--- src/rtl/pf_admit_pkg.sv ---
package pf_admit_pkg;

  localparam int KIND_W = 3;
  localparam int EV_W   = 2;

  // request kind codes
  localparam logic [KIND_W-1:0] RK_LOAD   = 3'd0;
  localparam logic [KIND_W-1:0] RK_IFETCH = 3'd1;
  localparam logic [KIND_W-1:0] RK_STORE  = 3'd2;
  localparam logic [KIND_W-1:0] RK_ATOMIC = 3'd3;

  typedef enum logic [EV_W-1:0] {
    PEV_LOAD   = 2'd0,
    PEV_IFETCH = 2'd1,
    PEV_STORE  = 2'd2,
    PEV_NONE   = 2'd3
  } pf_event_e;

  typedef enum logic [2:0] {
    OC_DROP_BAD = 3'd0,
    OC_DROP_TGT = 3'd1,
    OC_DROP_OPP = 3'd2,
    OC_FWD      = 3'd3,
    OC_REPL     = 3'd4
  } pf_outcome_e;

endpackage

--- src/rtl/pf_kind_decode.sv ---
module pf_kind_decode
  import pf_admit_pkg::*;
(
  input  logic [KIND_W-1:0] kind,
  output logic              legal,
  output logic              tgt_instr,
  output pf_event_e         ev
);

  always_comb begin
    legal     = 1'b1;
    tgt_instr = 1'b0;
    ev        = PEV_NONE;
    unique case (kind)
      RK_LOAD:   ev = PEV_LOAD;
      RK_IFETCH: begin
        ev        = PEV_IFETCH;
        tgt_instr = 1'b1;
      end
      RK_STORE,
      RK_ATOMIC: ev = PEV_STORE;
      default:   legal = 1'b0;
    endcase
  end

endmodule

--- src/rtl/pf_admit_decide.sv ---
module pf_admit_decide
  import pf_admit_pkg::*;
(
  input  logic        legal,
  input  logic        tgt_instr,
  input  logic        i_hit,
  input  logic        d_hit,
  input  logic        tgt_free,
  output pf_outcome_e outcome
);

  logic hit_tgt;
  logic hit_opp;

  assign hit_tgt = tgt_instr ? i_hit : d_hit;
  assign hit_opp = tgt_instr ? d_hit : i_hit;

  // priority: legality, own array, other array, free way
  always_comb begin
    if (!legal)        outcome = OC_DROP_BAD;
    else if (hit_tgt)  outcome = OC_DROP_TGT;
    else if (hit_opp)  outcome = OC_DROP_OPP;
    else if (tgt_free) outcome = OC_FWD;
    else               outcome = OC_REPL;
  end

endmodule

--- src/rtl/pf_out_slot.sv ---
module pf_out_slot #(
  parameter int W = 8
) (
  input  logic         clk,
  input  logic         rst_n,
  input  logic         load,
  input  logic [W-1:0] din,
  input  logic         ready,
  output logic         valid,
  output logic [W-1:0] dout,
  output logic         can_load
);

  assign can_load = !valid || ready;

  always_ff @(posedge clk or negedge rst_n) begin
    if (!rst_n) begin
      valid <= 1'b0;
      dout  <= '0;
    end else if (load) begin
      valid <= 1'b1;
      dout  <= din;
    end else if (ready) begin
      valid <= 1'b0;
    end
  end

endmodule

--- src/rtl/pf_admit_filter.sv ---
module pf_admit_filter
  import pf_admit_pkg::*;
#(
  parameter int ADDR_W = 32
) (
  input  logic              clk,
  input  logic              rst_n,
  input  logic              req_valid,
  output logic              req_ready,
  input  logic [ADDR_W-1:0] req_addr,
  input  logic [KIND_W-1:0] req_kind,
  output logic [ADDR_W-1:0] lkp_addr,
  output logic              lkp_instr,
  input  logic              i_hit,
  input  logic              d_hit,
  input  logic              tgt_free,
  input  logic [ADDR_W-1:0] victim_addr,
  output logic              evt_valid,
  input  logic              evt_ready,
  output logic [ADDR_W-1:0] evt_addr,
  output logic [EV_W-1:0]   evt_kind,
  output logic              evt_priv,
  output logic              repl_valid,
  input  logic              repl_ready,
  output logic [ADDR_W-1:0] repl_addr,
  output logic              repl_instr,
  output logic              err_kind
);

  localparam int EVT_PW  = EV_W + ADDR_W;
  localparam int REPL_PW = 1 + ADDR_W;

  logic        legal;
  logic        tgt_instr;
  pf_event_e   ev;
  pf_outcome_e outcome;

  logic               evt_can_load;
  logic               repl_can_load;
  logic               evt_load;
  logic               repl_load;
  logic               head_free;
  logic               is_drop;
  logic [EVT_PW-1:0]  evt_din;
  logic [EVT_PW-1:0]  evt_dout;
  logic [REPL_PW-1:0] repl_din;
  logic [REPL_PW-1:0] repl_dout;
  logic               err_q;

  pf_kind_decode u_dec (
    .kind      (req_kind),
    .legal     (legal),
    .tgt_instr (tgt_instr),
    .ev        (ev)
  );

  pf_admit_decide u_decide (
    .legal     (legal),
    .tgt_instr (tgt_instr),
    .i_hit     (i_hit),
    .d_hit     (d_hit),
    .tgt_free  (tgt_free),
    .outcome   (outcome)
  );

  assign lkp_addr  = req_addr;
  assign lkp_instr = tgt_instr;

  // lookups are stale while an eviction is outstanding
  assign head_free = !repl_valid;
  assign is_drop   = (outcome == OC_DROP_BAD) || (outcome == OC_DROP_TGT) ||
                     (outcome == OC_DROP_OPP);

  assign req_ready = head_free &&
                     (is_drop || ((outcome == OC_FWD) && evt_can_load));
  assign evt_load  = req_valid && head_free && (outcome == OC_FWD) && evt_can_load;
  assign repl_load = req_valid && head_free && (outcome == OC_REPL) && repl_can_load;

  assign evt_din  = {ev, req_addr};
  assign repl_din = {tgt_instr, victim_addr};

  pf_out_slot #(.W(EVT_PW)) u_evt_slot (
    .clk      (clk),
    .rst_n    (rst_n),
    .load     (evt_load),
    .din      (evt_din),
    .ready    (evt_ready),
    .valid    (evt_valid),
    .dout     (evt_dout),
    .can_load (evt_can_load)
  );

  pf_out_slot #(.W(REPL_PW)) u_repl_slot (
    .clk      (clk),
    .rst_n    (rst_n),
    .load     (repl_load),
    .din      (repl_din),
    .ready    (repl_ready),
    .valid    (repl_valid),
    .dout     (repl_dout),
    .can_load (repl_can_load)
  );

  assign evt_kind   = evt_dout[EVT_PW-1 -: EV_W];
  assign evt_addr   = evt_dout[ADDR_W-1:0];
  assign evt_priv   = 1'b1;
  assign repl_instr = repl_dout[REPL_PW-1];
  assign repl_addr  = repl_dout[ADDR_W-1:0];

  always_ff @(posedge clk or negedge rst_n) begin
    if (!rst_n) err_q <= 1'b0;
    else        err_q <= req_valid && req_ready && (outcome == OC_DROP_BAD);
  end

  assign err_kind = err_q;

endmodule

--- config.mk ---
export PLATFORM = sky130hd
export DESIGN_NAME = pf_admit_filter
export DESIGN_NICKNAME = d
export VERILOG_FILES = /design/src/rtl/pf_admit_pkg.sv /design/src/rtl/pf_kind_decode.sv /design/src/rtl/pf_admit_decide.sv /design/src/rtl/pf_out_slot.sv /design/src/rtl/pf_admit_filter.sv
export SDC_FILE = /design/constraint.sdc
export NUM_CORES = 1
export LEC_CHECK = 0
export BUFFER_PORTS_ARGS = -buffer_cell sky130_fd_sc_hd__buf_2
export CORE_MARGIN = 3
export CORE_UTILIZATION = 46
export CTS_CLUSTER_SIZE = 10
export DETAILED_ROUTE_END_ITERATION = 6
export PLACE_DENSITY = 0.86
export SLEW_MARGIN = 30
export SYNTH_ARGS = -nofsm -noshare
export SYNTH_HDL_FRONTEND = slang
export SYNTH_SLANG_ARGS = --single-unit
export TNS_END_PERCENT = 50
--- constraint.sdc ---
create_clock -name clk -period 2.5 [get_ports clk]
set_input_delay 0.125 -clock clk [delete_from_list [all_inputs] [get_ports clk]]
set_output_delay 0.125 -clock clk [all_outputs]
set_load 0.005 [all_outputs]
Word level (Yosys, flattened, before mapping)
Cells that the tools add are included.
{ "classes": {"reduce_logical": 22, "eq_ne": 7, "n_mux": 13} }
{ "op_table": {"columns": ["cell", "n"], "rows": [
  ["$eq 3x2->1 const B", 4],
  ["$mux 3", 4],
  ["$logic_and 1x1->1", 9],
  ["$mux 1", 8],
  ["$eq 3x1->1 const B", 2],
  ["$logic_not 3->1", 2],
  ["$pmux 2 s3", 1],
  ["$logic_or 1x1->1", 5],
  ["$reduce_bool 2->1", 2],
  ["$reduce_or 4->1", 1],
  ["$eq 3x3->1 const B", 1],
  ["$logic_not 1->1", 2],
  ["$reduce_or 2->1", 1]
]} }
{ "word_totals": {"reg_bits": 70, "in_bits": 75, "output_inout_bits": 105, "elab_cells": 47} }

Depth between registers and ports, before layout
{ "logic_depth": {"depth_word": 13, "mapped_depth": 4, "ltp_nobuf": 3} }

Hierarchy
Synthesis repeated with hierarchy kept, for this count alone.
{ "unflattened": {"hier_cells": 201, "area_unflattened_um2": 3268.1} }
{ "modules_own_cells": {"columns": ["module", "n_inst", "seq_area_each_um2", "area_each_um2", "cells_per_inst"], "rows": [
  ["pf_out_slot at u_evt_slot", 1, 875.8, 1451.4, 75],
  ["pf_out_slot at u_repl_slot", 1, 850.8, 1415.1, 73],
  ["pf_admit_filter", 1, 25.0, 327.8, 43],
  ["pf_admit_decide", 1, 0.0, 46.3, 5],
  ["pf_kind_decode", 1, 0.0, 27.5, 5]
]} }

Worst setup path after synthesis
No wires, ideal clock.
{ "synth_timing": {"kind": "flip-flop to flip-flop", "from": "reg u_repl_slot.valid", "to": "reg u_repl_slot.dout[14]", "period_less_slack_ns": 1.423, "n_path_buf": 1, "path_slack_ns": 1.077, "arrival_time_ns": 1.298, "stages_incl_launch_ff": 5, "setup_ns": 0.125, "required_time_ns": 2.375, "cell_sequence": "dfrtp_1 > and2b_1 > nand3b_2 > buf_4 > mux2_2"} }
{ "synth_via": {"elab_chain_cells": 4, "word_cells_on_any_way": 5, "classes_between": "5 x reduce/logical"} }
{ "synth_lines": {"columns": ["element", "line_no", "rtl"], "rows": [
  ["start, declared", "pf_out_slot.sv:9", "output logic valid,"],
  ["start signal, assigned", "pf_out_slot.sv:18", "valid <= 1'b0;"],
  ["start signal, assigned", "pf_out_slot.sv:21", "valid <= 1'b1;"],
  ["start signal, assigned", "pf_out_slot.sv:24", "valid <= 1'b0;"],
  ["$logic_not 1->1 (*)", "pf_out_slot.sv:14, pf_admit_filter.sv:70", null],
  ["$logic_and 1x1->1 (2 in series)", "pf_admit_filter.sv:77", "assign repl_load = req_valid && head_free && (outcome == OC_REPL) && repl_can_load;"],
  ["$logic_and 1x1->1 (*)", "pf_admit_filter.sv:77", null],
  ["end signal, assigned", "pf_out_slot.sv:22", "dout <= din;"],
  ["end, declared", "pf_out_slot.sv:10", "output logic [W-1:0] dout,"]
]} }
Every way passes the cells marked *; elsewhere a longest branch is shown, timed or not.
A chain may end at the register's enable or synchronous reset.

Worst setup path in the final report
{ "layout_timing": {"from": "reg u_repl_slot.valid", "to": "reg u_evt_slot.dout[29]"} }
{ "layout_via": {"elab_chain_cells": 4} }
{ "layout_lines": {"columns": ["element", "line_no", "rtl"], "rows": [
  ["$logic_not 1->1", "pf_admit_filter.sv:70", "assign head_free = !repl_valid;"],
  ["$logic_and 1x1->1 (3 in series)", "pf_admit_filter.sv:76", "assign evt_load = req_valid && head_free && (outcome == OC_FWD) && evt_can_load;"],
  ["end signal, assigned", "pf_out_slot.sv:22", null],
  ["end, declared", "pf_out_slot.sv:10", null]
]} }
Every way passes these cells.

==> flow_summary.yaml <==
clock_tree:
  clockRootBuffer: "clkbuf_8"
  cts_resized: 0
  clk_latency_ns: 0.32
  clkSinkCount: 70
  path_clk_slew_ns: 0.07
  cts_tree: "built"
  cts_made_buffers: 9
  htreeDepth: 3
  cts_buffer_depth: 2
placed_design:
  gp_congestion: 0.675
  dpl_cell_area_mm2: 0.00363
  dp_hpwl_um: 4810
  port_buffers: 178
routing:
  vias: 1988
  via_per_inst: 4.68
  ant_nets: 0
  drc: 0
  routedWlPerCell_um: 14.2
  routed_wl_um: 6040
  initialDrtViolationCount: 43
  first_pass_iters: 4
pwr:
  power.leakage_nw: 2.09
  powerDensity_mw_per_mm2: 790
  vdd_drop_max_uv: 396
job:
  cap_violations: 0
sta:
  finalSetupViolations: 0
  period_share: 0.730
  final_max_slew_viol_count: 0
  period_minus_slack_ns: 1.82
  fmax_mhz: 548
  relSlewSlack: 0.475
  tightestPinTransition_ns: 0.787
  fin_setup_tns_ns: 0
  hold_viol_final: 0
  fin_worst_skew_ns: 0.00652
  rsz0062_at_grt: "no"
setup_path:
  slowest_delay_ns: 0.51
  path_class: "flip-flop to flip-flop"
  cp_top_family: "simple AND/OR/NAND/NOR gates"
  start_kind: "flip-flop"
  critPathMaxFanout: 35
  path_cells: "and2b_1 -> nand4_4 -> mux2_2"
  r2r-start: "u_repl_slot.valid"
  cp_slowest_cell: "nand4_4"
  r2r_cells: 3
  timing.rr.end: "u_evt_slot.dout[29]"
  cp_data_required_time_ns: 2.70
  critical_path_buf_inv_count: 0
  r2r_slack_ns: 0.68
  critPathCaptureType: "flip-flop"
  worst-endpoint-arrival_ns: 2.02
yosys:
  yosysWarnings: 0
  seq_area_frac_synth: 0.598
  synth_seq_cells: 70
  synth_top_area_frac: 0.598
  syn-cell-area_mm2: 0.00293
  synth.area.top_cells: "dfrtp_1 (60%), mux2_2 (25%), buf_4 (9.0%)"
  syn-num-nets: 268
  synth_edf_count: 0
  synth_area_leader_cell: "dfrtp_1"
  async_flop_share: 1.00
  synthCells: 193
  syn_avg_cell_area_um2: 15.2
  synthFlopType: "dfrtp_1"
  synth_cell_types: 18
grt:
  top_usage_layer: "met2"
  gr-usage-met2: 0.311
  antenna_found_initial: 0
  use_met1: 0.167
  grt_first_pass_wirelength_um: 9610
  overflow: 0
  grtUsageMet3: 0.0576
  grt_use_total: 0.165
  grt_max_degree: 37
  grt_pass1_vias: 2127
floorplanning:
  num_io_pins: 180
  core_area_mm2: 0.00603
  die_w_um: 85.8
  start_util: 0.486
  rows: 28
  fp.dieH_um: 85.8
  die_area_mm2: 0.00736
status:
  outcome: "finished clean"
finish:
  antennaDiodeCount: 0
  final_nets: 422
  design_area_mm2: 0.00383
  drive_above_1_share: 0.746
  area_growth_syn_to_layout_pct: 30.7
hold_path:
  worstHoldEndpoint: "u_repl_slot.dout[19]"
  holdCritStartpoint: "victim_addr[19]"
  min_path_type: "primary input to flip-flop"
  hold_depth: 2
[power breakdown]
| group | switching (mW) | total [mW] | internal (mW) |
|---|---|---|---|
| combinational | 0.271 | 0.704 | 0.433 |
| sequential | 0.120 | 1.52 | 1.40 |
| clock | 0.368 | 0.798 | 0.430 |
[state kept, by name (all words and copies together) (netlist names)]
name,cells
u_repl_slot.dout,33
u_repl_slot.valid,1
err_kind,1
u_evt_slot.dout,34
u_evt_slot.valid,1
[logic make-up after synthesis]
| kind of cell | share of synthesized area |
|---|---|
| and+or+nand+nor | 0.0312 |
| buffers and inverters | 0.109 |
| AOI/OAI and AO/OA | 0.00342 |
| DFF | 0.598 |
| other | 0.00128 |
| muxes | 0.257 |
[through the flow]
step           hold slack, ns  setup WS, ns  total power [mW]  std cells   util
6_report               0.0340         0.675              3.02        425  0.635
3_3_place_gp            0.249         0.695              2.23        409  0.603
4_1_cts                0.0157         0.623              3.08        425  0.635
2_1_floorplan          -0.171          1.08              1.86        193      -
3_5_place_dp            0.258         0.625              2.26        409  0.603
5_1_grt                0.0187         0.527              3.21        425  0.635
[layout make-up]
type	count	area (µm²)
sequential	70	1750
timing repair buffer	182	938
fill	472	2200
tap	75	93.8
clock inverter	1	5.00
multi-input combinational	81	857
clock buffer	13	169
inverter	3	11.3
[timing repair]
action / CTS / global route
endpoints found under the hold margin: 36 / 0
setup buffers: 0 / 0
hold buffers: 2 / 0
[worst max-delay path by stage]
| stage | start | cells past startpoint | slack, ns | end |
|---|---|---|---|---|
| global route | u_repl_slot.valid | 3 | 0.53 | u_evt_slot.dout[17] |
| CTS | u_repl_slot.valid | 3 | 0.62 | u_evt_slot.dout[23] |
| detailed placement | u_repl_slot.valid | 3 | 0.63 | u_evt_slot.dout[0] |
| finish | u_repl_slot.valid | 3 | 0.68 | u_evt_slot.dout[29] |
| global placement | u_repl_slot.valid | 3 | 0.70 | u_evt_slot.dout[6] |
| floorplan | u_repl_slot.valid | 4 | 1.08 | u_repl_slot.dout[14] |
[layout by cell type (no fill, tap or decap)]
cell type / netlist / final
dfrtp_1: 70 / 70
buf_12: 0 / 1
and2b_1: 1 / 1
nor3b_1: 1 / 1
nor2_1: 2 / 2
clkinv_2: 0 / 1
conb_1: 1 / 1
and2_1: 1 / 1
inv_1: 3 / 3
nand3b_2: 1 / 1
clkbuf_1: 0 / 1
mux2i_1: 2 / 2
nand4_4: 1 / 1
clkbuf_8: 0 / 12
buf_4: 35 / 1
dlygate4sd3_1: 0 / 2
nand2_1: 2 / 2
nand2b_1: 1 / 1
a21oi_1: 1 / 1
mux2_2: 65 / 65
o21ai_0: 1 / 1
nor3_4: 1 / 1
buf_2: 0 / 178
[synthesized netlist by cell type, drive strengths merged, types with 2 or more instances]
| library cell | n |
|---|---|
| nor2 | 2 |
| dfrtp | 70 |
| buf | 39 |
| nand2 | 2 |
| mux2 | 65 |
| mux2i | 2 |
| inv | 3 |
[layer usage]
| layer | share of wire | wire [µm] |
|---|---|---|
| met5 | 0 | 0 |
| met4 | 0.0065 | 39 |
| met3 | 0.11 | 660 |
| met2 | 0.53 | 3220 |
| met1 | 0.35 | 2120 |
[worst register-to-register path: cells and delay by family, from the launching register on]
| kind | cells | cell delay (ns) |
|---|---|---|
| multiplexers | 1 | 0.49 |
| flip-flops | 1 | 0.41 |
| AND/OR/NAND/NOR | 2 | 0.80 |
Note: power is estimated with default switching activity, not from simulation.
